[src/rtl/regseq_pkg.sv]
package regseq_pkg;

    localparam int          REG_AW     = 20;
    localparam int          DW         = 32;
    localparam int          SW         = 4;
    localparam logic [7:0]  OPC_SINGLE = 8'h01;
    localparam logic [7:0]  OPC_BURST  = 8'h09;

    typedef enum logic [3:0] {
        ST_IDLE,
        ST_FETCH,
        ST_HDR0,
        ST_HDR1,
        ST_PLAIN,
        ST_PLD_RD,
        ST_PLD_GET,
        ST_PLD_WR
    } st_e;

    typedef enum logic [1:0] {
        CMD_SINGLE,
        CMD_BURST,
        CMD_BAD
    } cmd_e;

    typedef struct packed {
        cmd_e              kind;
        logic [SW-1:0]     strb;
        logic [REG_AW-1:0] offs;
    } dec_t;

endpackage

[src/rtl/regseq_decode.sv]
module regseq_decode
    import regseq_pkg::*;
(
    input  logic [DW-1:0] ctl_word,
    output dec_t          dec
);

    always_comb begin
        dec.offs = ctl_word[REG_AW-1:0];
        dec.strb = '1;
        dec.kind = CMD_BAD;
        unique case (ctl_word[31:24])
            OPC_SINGLE: begin
                dec.kind = CMD_SINGLE;
                dec.strb = ctl_word[23:20];
            end
            OPC_BURST: begin
                dec.kind = CMD_BURST;
                dec.strb = '1;
            end
            default: begin
                dec.kind = CMD_BAD;
            end
        endcase
    end

endmodule

[src/rtl/regseq_align.sv]
module regseq_align #(
    parameter int IDX_W = 10
) (
    input  logic [IDX_W-1:0] cur,
    output logic [IDX_W-1:0] nxt_seq,
    output logic [IDX_W-1:0] nxt_pair,
    output logic [IDX_W-1:0] nxt_even
);

    always_comb begin
        nxt_seq  = cur + IDX_W'(1);
        nxt_pair = cur + IDX_W'(2);
        // round the following index up to an even value
        nxt_even = nxt_seq + IDX_W'(nxt_seq[0]);
    end

endmodule

[src/rtl/regseq_wport.sv]
module regseq_wport
    import regseq_pkg::*;
(
    input  logic              clk,
    input  logic              rst_n,
    input  logic              load,
    input  logic [REG_AW-1:0] ld_addr,
    input  logic [DW-1:0]     ld_data,
    input  logic [SW-1:0]     ld_strb,
    output logic [REG_AW-1:0] q_addr,
    output logic [DW-1:0]     q_data,
    output logic [SW-1:0]     q_strb
);

    always_ff @(posedge clk or negedge rst_n) begin
        if (!rst_n) begin
            q_addr <= '0;
            q_data <= '0;
            q_strb <= '0;
        end else if (load) begin
            q_addr <= ld_addr;
            q_data <= ld_data;
            q_strb <= ld_strb;
        end
    end

endmodule

[src/rtl/regseq_exec.sv]
module regseq_exec
    import regseq_pkg::*;
#(
    parameter int IDX_W = 10,
    parameter int CNT_W = IDX_W
) (
    input  logic              clk,
    input  logic              rst_n,
    input  logic              start,
    input  logic [IDX_W-1:0]  end_idx,
    output logic              mem_rd_en,
    output logic [IDX_W-1:0]  mem_addr,
    input  logic [DW-1:0]     mem_rdata,
    output logic              wr_valid,
    input  logic              wr_ready,
    output logic [REG_AW-1:0] wr_addr,
    output logic [DW-1:0]     wr_data,
    output logic [SW-1:0]     wr_strb,
    output logic              busy,
    output logic              done,
    output logic              err,
    output logic [IDX_W-1:0]  err_idx
);

    localparam logic [CNT_W-1:0] CNT_ONE  = CNT_W'(1);
    localparam logic [CNT_W-1:0] CNT_ZERO = '0;

    st_e               st_q, st_d;
    logic [IDX_W-1:0]  idx_q;
    logic [CNT_W-1:0]  cnt_q;
    logic [DW-1:0]     hdr0_q;
    logic [REG_AW-1:0] offs_q;
    logic              done_q, err_q;
    logic [IDX_W-1:0]  err_idx_q;

    logic              at_end;
    logic              wr_fire;
    logic              last_beat;
    logic [IDX_W-1:0]  idx_seq, idx_pair, idx_even;
    dec_t              dec;

    logic              wp_load;
    logic [REG_AW-1:0] wp_addr;
    logic [DW-1:0]     wp_data;
    logic [SW-1:0]     wp_strb;

    regseq_decode u_decode (
        .ctl_word (mem_rdata),
        .dec      (dec)
    );

    regseq_align #(.IDX_W(IDX_W)) u_align (
        .cur      (idx_q),
        .nxt_seq  (idx_seq),
        .nxt_pair (idx_pair),
        .nxt_even (idx_even)
    );

    regseq_wport u_wport (
        .clk     (clk),
        .rst_n   (rst_n),
        .load    (wp_load),
        .ld_addr (wp_addr),
        .ld_data (wp_data),
        .ld_strb (wp_strb),
        .q_addr  (wr_addr),
        .q_data  (wr_data),
        .q_strb  (wr_strb)
    );

    assign at_end    = (idx_q >= end_idx);
    assign wr_fire   = wr_valid && wr_ready;
    assign last_beat = (cnt_q == CNT_ONE);

    // state register
    always_ff @(posedge clk or negedge rst_n) begin
        if (!rst_n) begin
            st_q <= ST_IDLE;
        end else begin
            st_q <= st_d;
        end
    end

    // next-state logic
    always_comb begin
        st_d = st_q;
        unique case (st_q)
            ST_IDLE:    if (start) st_d = ST_FETCH;
            ST_FETCH:   st_d = at_end ? ST_IDLE : ST_HDR0;
            ST_HDR0:    st_d = ST_HDR1;
            ST_HDR1: begin
                unique case (dec.kind)
                    CMD_SINGLE: st_d = ST_PLAIN;
                    CMD_BURST:  st_d = (hdr0_q[CNT_W-1:0] == CNT_ZERO) ? ST_FETCH : ST_PLD_RD;
                    default:    st_d = ST_IDLE;
                endcase
            end
            ST_PLAIN:   if (wr_ready) st_d = ST_FETCH;
            ST_PLD_RD:  st_d = ST_PLD_GET;
            ST_PLD_GET: st_d = ST_PLD_WR;
            ST_PLD_WR:  if (wr_ready) st_d = last_beat ? ST_FETCH : ST_PLD_RD;
            default:    st_d = ST_IDLE;
        endcase
    end

    // datapath registers
    always_ff @(posedge clk or negedge rst_n) begin
        if (!rst_n) begin
            idx_q     <= '0;
            cnt_q     <= '0;
            hdr0_q    <= '0;
            offs_q    <= '0;
            done_q    <= 1'b0;
            err_q     <= 1'b0;
            err_idx_q <= '0;
        end else begin
            unique case (st_q)
                ST_IDLE: begin
                    if (start) begin
                        idx_q  <= '0;
                        done_q <= 1'b0;
                        err_q  <= 1'b0;
                    end
                end
                ST_FETCH: begin
                    if (at_end) done_q <= 1'b1;
                end
                ST_HDR0: begin
                    hdr0_q <= mem_rdata;
                end
                ST_HDR1: begin
                    unique case (dec.kind)
                        CMD_SINGLE: ;
                        CMD_BURST: begin
                            offs_q <= dec.offs;
                            cnt_q  <= hdr0_q[CNT_W-1:0];
                            idx_q  <= idx_pair;
                        end
                        default: begin
                            err_q     <= 1'b1;
                            err_idx_q <= idx_q;
                        end
                    endcase
                end
                ST_PLAIN: begin
                    if (wr_fire) idx_q <= idx_pair;
                end
                ST_PLD_WR: begin
                    if (wr_fire) begin
                        cnt_q <= cnt_q - CNT_ONE;
                        idx_q <= last_beat ? idx_even : idx_seq;
                    end
                end
                default: ;
            endcase
        end
    end

    // outputs and write-port loading
    always_comb begin
        mem_rd_en = 1'b0;
        mem_addr  = idx_q;
        wr_valid  = 1'b0;
        wp_load   = 1'b0;
        wp_addr   = offs_q;
        wp_data   = mem_rdata;
        wp_strb   = '1;
        unique case (st_q)
            ST_IDLE:    ;
            ST_FETCH:   mem_rd_en = !at_end;
            ST_HDR0: begin
                mem_rd_en = 1'b1;
                mem_addr  = idx_seq;
            end
            ST_HDR1: begin
                if (dec.kind == CMD_SINGLE) begin
                    wp_load = 1'b1;
                    wp_addr = dec.offs;
                    wp_data = hdr0_q;
                    wp_strb = dec.strb;
                end
            end
            ST_PLAIN:   wr_valid  = 1'b1;
            ST_PLD_RD:  mem_rd_en = 1'b1;
            ST_PLD_GET: wp_load   = 1'b1;
            ST_PLD_WR:  wr_valid  = 1'b1;
            default:    ;
        endcase
        busy    = (st_q != ST_IDLE);
        done    = done_q;
        err     = err_q;
        err_idx = err_idx_q;
    end

endmodule

[config.mk]
export PLATFORM = sky130hd
export DESIGN_NAME = regseq_exec
export DESIGN_NICKNAME = d
export VERILOG_FILES = /design/src/rtl/regseq_pkg.sv /design/src/rtl/regseq_decode.sv /design/src/rtl/regseq_align.sv /design/src/rtl/regseq_wport.sv /design/src/rtl/regseq_exec.sv
export SDC_FILE = /design/constraint.sdc
export NUM_CORES = 1
export LEC_CHECK = 0
export ABC_AREA = 1
export BUFFER_PORTS_ARGS = -buffer_cell sky130_fd_sc_hd__buf_2
export CELL_PAD_IN_SITES_DETAIL_PLACEMENT = 1
export CELL_PAD_IN_SITES_GLOBAL_PLACEMENT = 1
export CORE_MARGIN = 5
export CORE_UTILIZATION = 42
export CTS_CLUSTER_SIZE = 14
export DETAILED_ROUTE_END_ITERATION = 7
export PLACE_DENSITY = 0.85
export RECOVER_POWER = 100
export SYNTH_ARGS = -nofsm -noshare
export SYNTH_HDL_FRONTEND = slang
export SYNTH_SLANG_ARGS = --single-unit
[constraint.sdc]
create_clock -name clk -period 2.2 [get_ports clk]
set_clock_uncertainty 0.1 [all_clocks]
set_input_delay 0.11 -clock clk [delete_from_list [all_inputs] [get_ports clk]]
set_output_delay 0.11 -clock clk [all_outputs]
set_load 0.02 [all_outputs]
# --- After elaboration in Yosys (flattened, before gate mapping) ---
# Index checks and enable logic that the tools add are counted.
word_totals:
  reg_bits: 144
  in_bits: 46
op_classes:
  addsub: 4
  n_lt_le_gt_ge: 1
  eq_ne: 19
  muxes: 35
  bitwise: 1
  n_reduce_logical: 20
op_table:
  columns: ["operator", "count"]
  rows:
  - ["$mux 10", 8]
  - ["$mux 32", 2]
  - ["$mux 20", 2]
  - ["$pmux 10 s4", 1]
  - ["$pmux 4 s8", 1]
  - ["$mux 4", 6]
  - ["$pmux 10 s2", 1]
  - ["$eq 4x3->1 const B", 4]
  - ["$ne 2x2->1 const B", 8]
  - ["$reduce_and 3->1", 4]
  - ["$add 10x1->10", 1]
  - ["$add 10x1->10 const B", 1]
  - ["$add 10x2->10 const B", 1]
  - ["$eq 10x1->1 const B", 1]
  - ["$ge 10x10->1", 1]
  - ["$logic_not 10->1", 1]
  - ["$sub 10x1->10 const B", 1]
  - ["$eq 4x2->1 const B", 2]
  - ["$eq 8x1->1 const B", 1]
  - ["$eq 8x4->1 const B", 1]
  - ["$pmux 1 s2", 4]
  - ["$reduce_bool 4->1", 2]
  - ["$mux 3", 2]
  - ["$pmux 3 s2", 1]
  - ["14 further kinds", 23]

# --- Logic depth before layout (Yosys ltp) ---
# Gate-level depths: netlist (run 1).
depth:
  ltp_word: 6
  mapped_depth: 12

# --- Hierarchy ---
# A second synthesis (run 1) with hierarchy kept.
unflattened:
  hier_cells: 1105
  area_unflattened_um2: 8072.7
by_module_without_submodules:
  columns: ["mod", "n_inst", "cells_per_inst", "area_each_um2", "seq_area_each_um2"]
  rows:
  - ["regseq_exec", 1, 728, 5097.4, 2177.1]
  - ["regseq_wport", 1, 237, 2150.8, 1401.3]
  - ["regseq_align", 1, 99, 590.6, 0.0]
  - ["regseq_decode", 1, 41, 234.0, 0.0]

# --- Worst setup path after synthesis (run 1) ---
# Ideal clock, no wire load.
synth_timing:
  path_kind: "flip-flop to output port"
  start: "register st_q[0]"
  end: "output mem_addr[3]"
  arrival_ns: 1.654
  t_required_ns: 1.990
  setup_slack_ns: 0.336
  path_stages_with_launch: 7
  path_cell_list: "dfrtp_1 -> inv_1 -> nand2_1 -> nor2_1 -> inv_1 -> clkbuf_1 -> o21ai_0"
synth_between:
  elab_chain_cells: 2
synth_lines:
  columns: ["item", "line_no", "source"]
  rows:
  - ["from (decl)", "regseq_exec.sv:28", "st_e st_q, st_d;"]
  - ["from (signal assigned)", "regseq_exec.sv:80", "st_q <= st_d;"]
  - ["$eq 4x2->1", "regseq_exec.sv:168", "unique case (st_q)"]
  - ["$mux 10", "regseq_exec.sv:168", null]
  - ["to (decl)", "regseq_exec.sv:12", "output logic [IDX_W-1:0] mem_addr,"]
# Every way passes these cells.

# --- Worst setup path after layout (run 1) ---
layout_timing:
  start: "register st_q[2]"
  end: "register idx_q[0]"
layout_between:
  elab_chain_cells: 6
  elab_cells_between_ends: 14
  cone_classes: "eq/ne: 7; mux: 2; reduce/logical: 5"
layout_lines:
  columns: ["item", "line_no", "source"]
  rows:
  - ["$eq 4x3->1", "regseq_exec.sv:117, regseq_exec.sv:168", null]
  - ["$reduce_or 2->1 (no source line)", null, null]
  - ["$mux 1", "regseq_exec.sv:168", null]
  - ["$logic_and 1x1->1", "regseq_exec.sv:72", "assign wr_fire = wr_valid && wr_ready;"]
  - ["$ne 2x2->1 (no source line)", null, null]
  - ["$reduce_and 5->1 (no source line)", null, null]
  - ["to (signal assigned)", "regseq_exec.sv:137", "idx_q <= idx_pair;"]
  - ["to (signal assigned)", "regseq_exec.sv:146", "if (wr_fire) idx_q <= idx_pair;"]
  - ["to (signal assigned)", "regseq_exec.sv:151", "idx_q <= last_beat ? idx_even : idx_seq;"]
  - ["to (decl)", "regseq_exec.sv:29", "logic [IDX_W-1:0] idx_q;"]
# Several ways; a longest one is shown, not always the timed one.
# A chain may end at the register's enable or synchronous reset.

==> results of run 1 <==
[placed cells by master (no fill, tap or decap), types with 19 or more instances in the layout]
cell type / count
nand2_1: 216
dfrtp_1: 133
inv_1: 106
o21ai_0: 85
clkbuf_1: 74
buf_2: 51
nor2_1: 47
dlygate4sd3_1: 35
buf_4: 34
o211ai_1: 30
nand3_1: 28
o221ai_1: 22
a21oi_1: 19
[stage by stage]
stage                     setup TNS [ns]  setup WS, ns  util (%)  instance area (µm²)  instances
final                             -0.121       -0.0606      55.9                 9270       1268
after global routing              -0.814        -0.149      55.9                 9270       1268
after CTS                              0     0.0000715      54.5                 9040       1251
after detailed placement               0         0.120      48.3                 8020       1177
after global placement                 0         0.213      48.3                 8020       1177
after floorplan                        0         0.336         -                 7100        847
[layer usage]
layer	track usage (%)	vias up	wire length, µm
met3	6.20	95	1550
met1	30.3	3611	10500
li1	-	3183	-
met4	8.92	0	1150
met5	0	-	0
met2	43.5	291	13600
[power by group]
part,switching (mW),leakage [nW],internal (mW),total [mW]
combinational,4.61,2.23,2.28,6.89
sequential,0.849,1.80,3.72,4.57
clock,1.19,0.281,1.66,2.85
[how the worst min path moves through the flow]
| stage | from | to | cells after the start |
|---|---|---|---|
| 2_1_floorplan | rst_n | cnt_q[0] | 0 |
| 3_3_place_gp | rst_n | u_wport.q_addr[6] | 1 |
| 3_5_place_dp | rst_n | offs_q[6] | 1 |
| 4_1_cts | rst_n | u_wport.q_data[4] | 2 |
| 5_1_grt | mem_rdata[17] | hdr0_q[17] | 4 |
| 6_report | mem_rdata[14] | hdr0_q[14] | 4 |
[layout make-up]
cell class,instances,area share [%]
Timing Repair Buffer,205,13.9
Clock inverter,10,1.08
Sequential cell,143,38.8
Inverter,114,4.64
Tap cell,220,2.97
Clock buffer,21,5.08
Multi-Input combinational cell,555,33.6
[cells by family after synthesis]
family                   Yosys count
adder cells (fa/ha/maj)           15
flip-flops                       143
XOR/XNOR                           8
AO/OA/AOI/OAI                    191
AND/OR/NAND/NOR                  341
buffers and inverters            149
[registers in the layout, indices dropped and copies added (netlist names)]
name            count
hdr0_q             32
u_wport.q_data     32
offs_q             20
u_wport.q_addr     20
cnt_q              10
err_idx            10
idx_q              10
u_wport.q_strb      4
st_q                3
done                1
err                 1
[critical path, stage by stage, from the launching register on]
cell and delay, ns:
dfrtp_1 0.52, inv_2 0.17, nand3_2 0.12, nor2_1 0.09
a21oi_2 0.20, nand3_2 0.38, nor2_1 0.31, nand3_1 0.13
o21ai_0 0.13
[what timing repair did]
| action | CTS | global route |
|---|---|---|
| buffers inserted | 8 | 15 |
| pin swaps | 4 | 12 |
| hold endpoints to repair | 154 | 0 |
| cloned | 0 | 2 |
| setup endpoints to repair | 8 | 15 |
| gates resized for setup | 19 | 49 |
| hold buffers | 35 | 0 |
==> results, run 1 <==
- The critical path data required time is 2.41 ns.
- The count of mapped cells out of synthesis is between 800 and 900.
- The number of design-rule violations left by the first detailed-router iteration is roughly 460.
- The overall via count from detail_route is approximately 7,200.
- The number of filler instances in the final layout is approximately 2,000.
- The most common cell in the netlist is nand2_1.
- The origin of the critical flop-to-flop path is st_q[2].
- The clock latency on the worst-skew pair is 0.42 ns.
- The simple-gate share of the synthesized area is between 20% and 30%.
- The flop-to-flop setup slack is -0.06 ns.
- STA classifies the critical path startpoint as a flip-flop.
- The xor and xnor fraction of the mapped netlist area is less than 1%.
- Yosys attributes the largest share of cell area to dfrtp_1 (50%), nand2_1 (12%), o21ai_0 (6.5%).
- The detailed-route vias per instance is 5.66.
- The post-layout worst setup margin is -0.0606 ns.
- TritonCTS built the clock tree.
- After synthesis the cells add up to between 7000 and 8000 µm².
- The critical path ends at idx_q[0].
- The type of the worst setup path is flip-flop to flip-flop.
- The maximum number of buffers from clock root to sink is 2.
- The leakage power of the design is roughly 4.3 nW.
- The slew at the pin with the worst max-slew slack is around 1.4 ns.
- The cell type with the highest aggregate area in the netlist is dfrtp_1.
- Once detail routing completed, the nets flagged for antenna violations numbered 0.
- The congestion estimate from routability-driven global placement came to roughly 0.9.
- The proportion of synthesized chip area in sequential cells is between 50% and 60%.
- The count of inserted antenna diode cells is 0.
- In this run the standard cell core region covers 16,600 µm².
- The run finished, with violations left.
- The clock net in this run drives a total of between 100 and 150 sinks.
- The capture point of the worst reg-to-reg path is idx_q[0].
- The async set or reset register ratio after synthesis is 100%.
- The clock tree root buffer cell is clkbuf_16.
- The final hold violation count is 0.
- IR analysis of the VDD net gives a maximum drop of about 0.00074 V.
- The signal arrival time at the worst endpoint is roughly 2.5 ns.
- The first global-routing pass estimated 39,500 µm of wire.
- The overall overflow remaining after global route is 0.
- The endpoint class of the critical path is a flip-flop.
- The critical path starts at st_q[2].
- Synthesis produced a netlist with a net count of 908.
- Static timing analysis puts the maximum clock frequency at 442 MHz.
- The portion of the clock cycle consumed by the worst path in the final layout is 103%.
- The routed wirelength normalized by instance count is around 21 µm.
- In the synthesized netlist, mux cells make up 0% of the area.
- In the routed design, unresolved DRC markers number 0.
- The most used flip-flop cell after synthesis is dfrtp_1.
- The floorplan step set the die width to ~140 µm.
- Setup violations remaining at the end of the flow were counted as 3.
- The H-tree was split into 4 levels.
- The synthesized-area fraction occupied by ao, oa, aoi and oai cells is between 10% and 20%.
- The growth of design area from synthesis to finish is 30.5%.
- The total die area is between 15,000 and 20,000 µm².
- The largest driver fanout on the critical path is 17.
- The total number of yosys warnings is 0.
- The final reports fail on setup timing.
- Before antenna repair, the detailed router went through 8 iterations.
- The mean post-synth cell area is between 8 and 9 µm².
- The number of port buffers is 126.
- After synthesis, the largest area contributor takes up approximately 50% of total cell area.
- For this configuration, the core starts out at a cell density of between 40% and 50%.
- The total CTS buffers is 17.
- Setup repair after global routing could not meet its margin everywhere.
- For this block, the routed nets add up to 26,900 µm of wire.
- The clock input transition at the sequential cells of the worst setup and hold paths is approximately 0.060 ns.
- The total track usage is 25.1%.
- The worst hold path belongs to the class input pin to flip-flop.
- The wire-length estimate of the detail-placed layout is 15,600 µm.
- The sequential cell area is roughly 3600 µm².
- Overall power consumption after layout is estimated at around 14 mW.
- For this run, the post-layout net count is roughly 1,100.
- The synthesized design contains 0 enable-type register cells.
- The post-route netlist has a little under a fifth of its cells at a drive strength greater than 1.
- The main combinational cell family by area after synthesis is simple AND/OR/NAND/NOR gates.
- The number of cells on the worst reg-to-reg path is 8.
- The time the worst path needs with I/O delays and setup is around 2.3 ns.
- Entering global routing, the biggest net connects 56 pins.
- The register bit count reported by yosys is ~140.
- Measured along the y axis, the die boundary spans ~140 µm.
- The number of placement rows is 47.
- The share of synthesized cell area in full adder, half adder and majority cells is 2.64%.
- The I/O pin count is approximately 130.
- The multi-input combinational cells in the finished layout cover a total of just over 3000 µm².
- The number of antenna violations at the first check in global routing is 0.
- The max-cap check violation count is 0.
- The final max-slew violation count is 0.
- On the final layout, the worst hold slack is ~0.35 ns.
- Headroom to the max-slew limit came out at under 10%.
- The total power density per cell area is 1540 nW/µm².
- By count the netlist is led by nand2_1 (226), dfrtp_1 (143), inv_1 (108).
- Counting distinct cell types in the post-synthesis netlist gives 40.
- The via count of the first global-routing pass is approximately 7,400.
Power figures use the tool's default switching activity.
==> run 2, diff against run 1 <==
==> constraint.sdc (replaced) <==
create_clock -name clk -period 2.2 [get_ports clk]
set_clock_uncertainty 0.1 [all_clocks]
set_input_delay 0.11 -clock clk [delete_from_list [all_inputs] [get_ports clk]]
set_output_delay 0.11 -clock clk [all_outputs]
set_load 0.05 [all_outputs]
==> results, run 2 (synthesis gave the netlist of run 1 again) <==
- The flow ran to the end, but the final reports show violations.
- The checks that failed: capacitance limit, slew limit, setup timing.
- The post-layout instance count excluding filler cells is 1,276 (+0.63%).
- The flop-to-flop setup slack is -0.12 ns (-0.06 ns).
- The die outline height came to 140 µm (unchanged).
- The startpoint identified for the worst register-to-register timing path is idx_q[1].
- The growth of design area from synthesis to finish is 31.1%.
- The number of design-rule violations left by the first detailed-router iteration came to 668 (+45%).
- The sink count of the clock tree was 143 (unchanged).
- The I/O pin count was 127 (unchanged).
- The placeable core region is 16,600 µm² (unchanged).
- STA classifies the critical path startpoint as a flip-flop.
- The critical path data required time is 1.99 ns (-0.42 ns).
- The post-layout worst setup margin is -0.138 ns (-0.0776 ns).
- The final instance area is 9310 µm² (+0.50%).
- The highest clock rate is 428 MHz (-3.3%).
- The total die area is 19,600 µm² (unchanged).
- The via count of the first global-routing pass came to 7,938 (+6.8%).
- The max-slew headroom at the worst pin is -5.21% (-13 points).
- The type of the worst setup path is flip-flop to primary output.
- The number of cells on the worst reg-to-reg path came to 10 (+2).
- The global placer's final weighted congestion is 0.879 (-2.1%).
- The most common cell after layout, fill and taps aside is nand2_1.
- The largest driver fanout on the critical path is 8 (-9).
- The total CTS buffers is 17 (unchanged).
- The detailed-route vias per instance is 5.79 (+2.2%).
- The total placed cells including tap cells is 1,182 (+0.42%).
- The startpoint of the worst hold path is mem_rdata[14].
- Leaving out fill and tap cells, the most frequent cells in the layout are nand2_1 (218), dfrtp_1 (133), inv_1 (106).
- The number of filler instances in the final layout is 1,999 (-1.5%).
- The leakage power of the design was 4.35 nW (+0.86%).
- The routed wirelength normalized by instance count is 22.2 µm (+5.0%).
- The pin count of the biggest net entering global routing was 61 (+8.9%).
- The clock tree root buffer cell is clkbuf_16.
- The instance count along the most critical hold path is 4 (unchanged).
- The global-route wire length before repair came to 42,700 µm (+8.3%).
- The largest registers in the layout are hdr0_q x32, u_wport.q_data x32.
- The sum of internal, switching and leakage power was 16.3 mW (+14%).
- The worst register-to-register path ends at idx_q[9].
- The fraction of layout instances using a drive strength above 1 is 18.9% (+0.54 points).
- STA classifies the critical path endpoint as a primary output.
- The final routed wirelength across all metal layers is 28,400 µm (+5.6%).
- The total number of nets in the final design is 1,103 (+0.55%).
- The total power density per cell area is 1750 nW/µm² (+13%).
- The number of port buffers is 126 (unchanged).
- The clock latency on the worst-skew pair is 0.43 ns (about the same).
- The number of optimization iterations in the first detailed-route pass is 5 (-3).
- The overall via count from detail_route is 7,384 (+2.8%).
- The final-report setup violation count is 21 (+18).
- The overall overflow remaining after global route is 0 (unchanged).
- The half-perimeter wire length after placement is 15,300 µm (-1.9%).
- The signal arrival time at the worst endpoint is 2.13 ns (-0.35 ns).
- The maximum number of buffers from clock root to sink is 2 (unchanged).
- The DRC violation count after routing is 0 (unchanged).
- The die width was 140 µm (unchanged).
- The pre-CTS setup slack is 0.144 ns (+0.0240 ns).
- The total track usage is 27.1% (+2.1 points).
- The level count of the clock H-tree came to 4 (unchanged).
- TritonCTS built the clock tree.
- The portion of the clock cycle consumed by the worst path in the final layout is 106% (+3.5 points).
- The final hold violation count was 0 (unchanged).
- The clock input transition at the sequential cells of the worst setup and hold paths is 0.06 ns (about the same).
- The type of the worst min-delay path is input pin to flip-flop.
- The number of placement rows is 47 (unchanged).
- Setup repair after global routing could not meet its margin everywhere.
- The instance area after placement is 8090 µm² (+0.94%).
- The time the worst path needs with I/O delays and setup was 2.34 ns (+0.0776 ns).
- The worst vdd rail ir drop is 0.000836 V (+12%).
- The final max-slew violation count came to 61 (+61).
- The number of antenna violations at the first check in global routing is 1 (+1).
- The max-cap check violation count came to 1 (+1).
- The starting density of the core is 42.8% (unchanged).
- For hold timing, the worst endpoint is hdr0_q[14].
- The slew at the pin with the worst max-slew slack is 1.58 ns (+0.201 ns).
- The post-route antenna net violation count is 0 (unchanged).
## run 2: changes by cell type in the layout (fill, tap and decap cells not counted), sizes merged
cell      before  now
diode          0    1
bufinv         1    2
buf           92   96
clkinvlp       1    5
clkinv         3    4
inv          119  116
## run 2: how the worst max path moves through the flow
| stage | start | to | slack [ns] | cells past startpoint |
|---|---|---|---|---|
| after floorplan | st_q[0] | mem_addr[4] | -0.1 | 5 |
| after global placement | idx_q[5] | mem_rd_en | 0.15 | 7 |
| after detailed placement | idx_q[5] | mem_rd_en | 0.14 | 7 |
| after CTS | idx_q[1] | mem_rd_en | -0.009 | 8 |
| after global routing | idx_q[6] | mem_rd_en | -0.25 | 7 |
| final | idx_q[6] | mem_rd_en | -0.14 | 7 |
## run 2: area by class of cell
class                      instances  area, µm²  area share, %
clock inverter                    13        136           1.46
inverter                         114        429           4.61
antenna                            1       2.50         0.0269
tap                              220        275           2.96
multi-input combinational        555       3080           33.0
timing repair buffer             211       1360           14.6
clock buffer                      19        443           4.76
sequential                       143       3590           38.6
## run 2: layer usage
layer / part of all wire [%] / vias to the layer above / track usage, %
met5: 0 / - / 0
met4: 4.6 / 0 / 11.4
met3: 6.3 / 112 / 6.13
met2: 50 / 337 / 47.0
met1: 39 / 3734 / 32.5
li1: - / 3201 / -
## run 2: timing repair
| item | CTS | global route |
|---|---|---|
| gates resized for setup | 37 | 41 |
| gates cloned | 2 | 0 |
| buffers inserted | 15 | 9 |
| setup endpoints to repair | 11 | 32 |
| hold endpoints to repair | 167 | 0 |
| pin swaps | 6 | 10 |
| hold buffers | 35 | 0 |
## run 2: worst max-delay path, stage by stage (launching register included)
cell and delay, ns:
dfrtp_2 0.48, ha_1 0.35, nand2_1 0.11, nor2_2 0.16
o211ai_1 0.16, o2111ai_2 0.13, nand3b_1 0.13, buf_6 0.17
## run 2: power breakdown
group	internal, mW	switching (mW)
Clock	1.70	1.22
Sequential	3.72	0.850
Combinational	2.40	6.42
Total	7.83	8.49
## run 2: metrics by stage
step,setup TNS [ns],util (%),hold WS (ns)
after floorplan,-0.192,-,-0.286
after global placement,0,48.8,0.0289
after detailed placement,0,48.8,0.0324
after CTS,-0.00872,56.1,0.187
after global routing,-4.57,56.2,0.356
final,-0.802,56.2,0.338
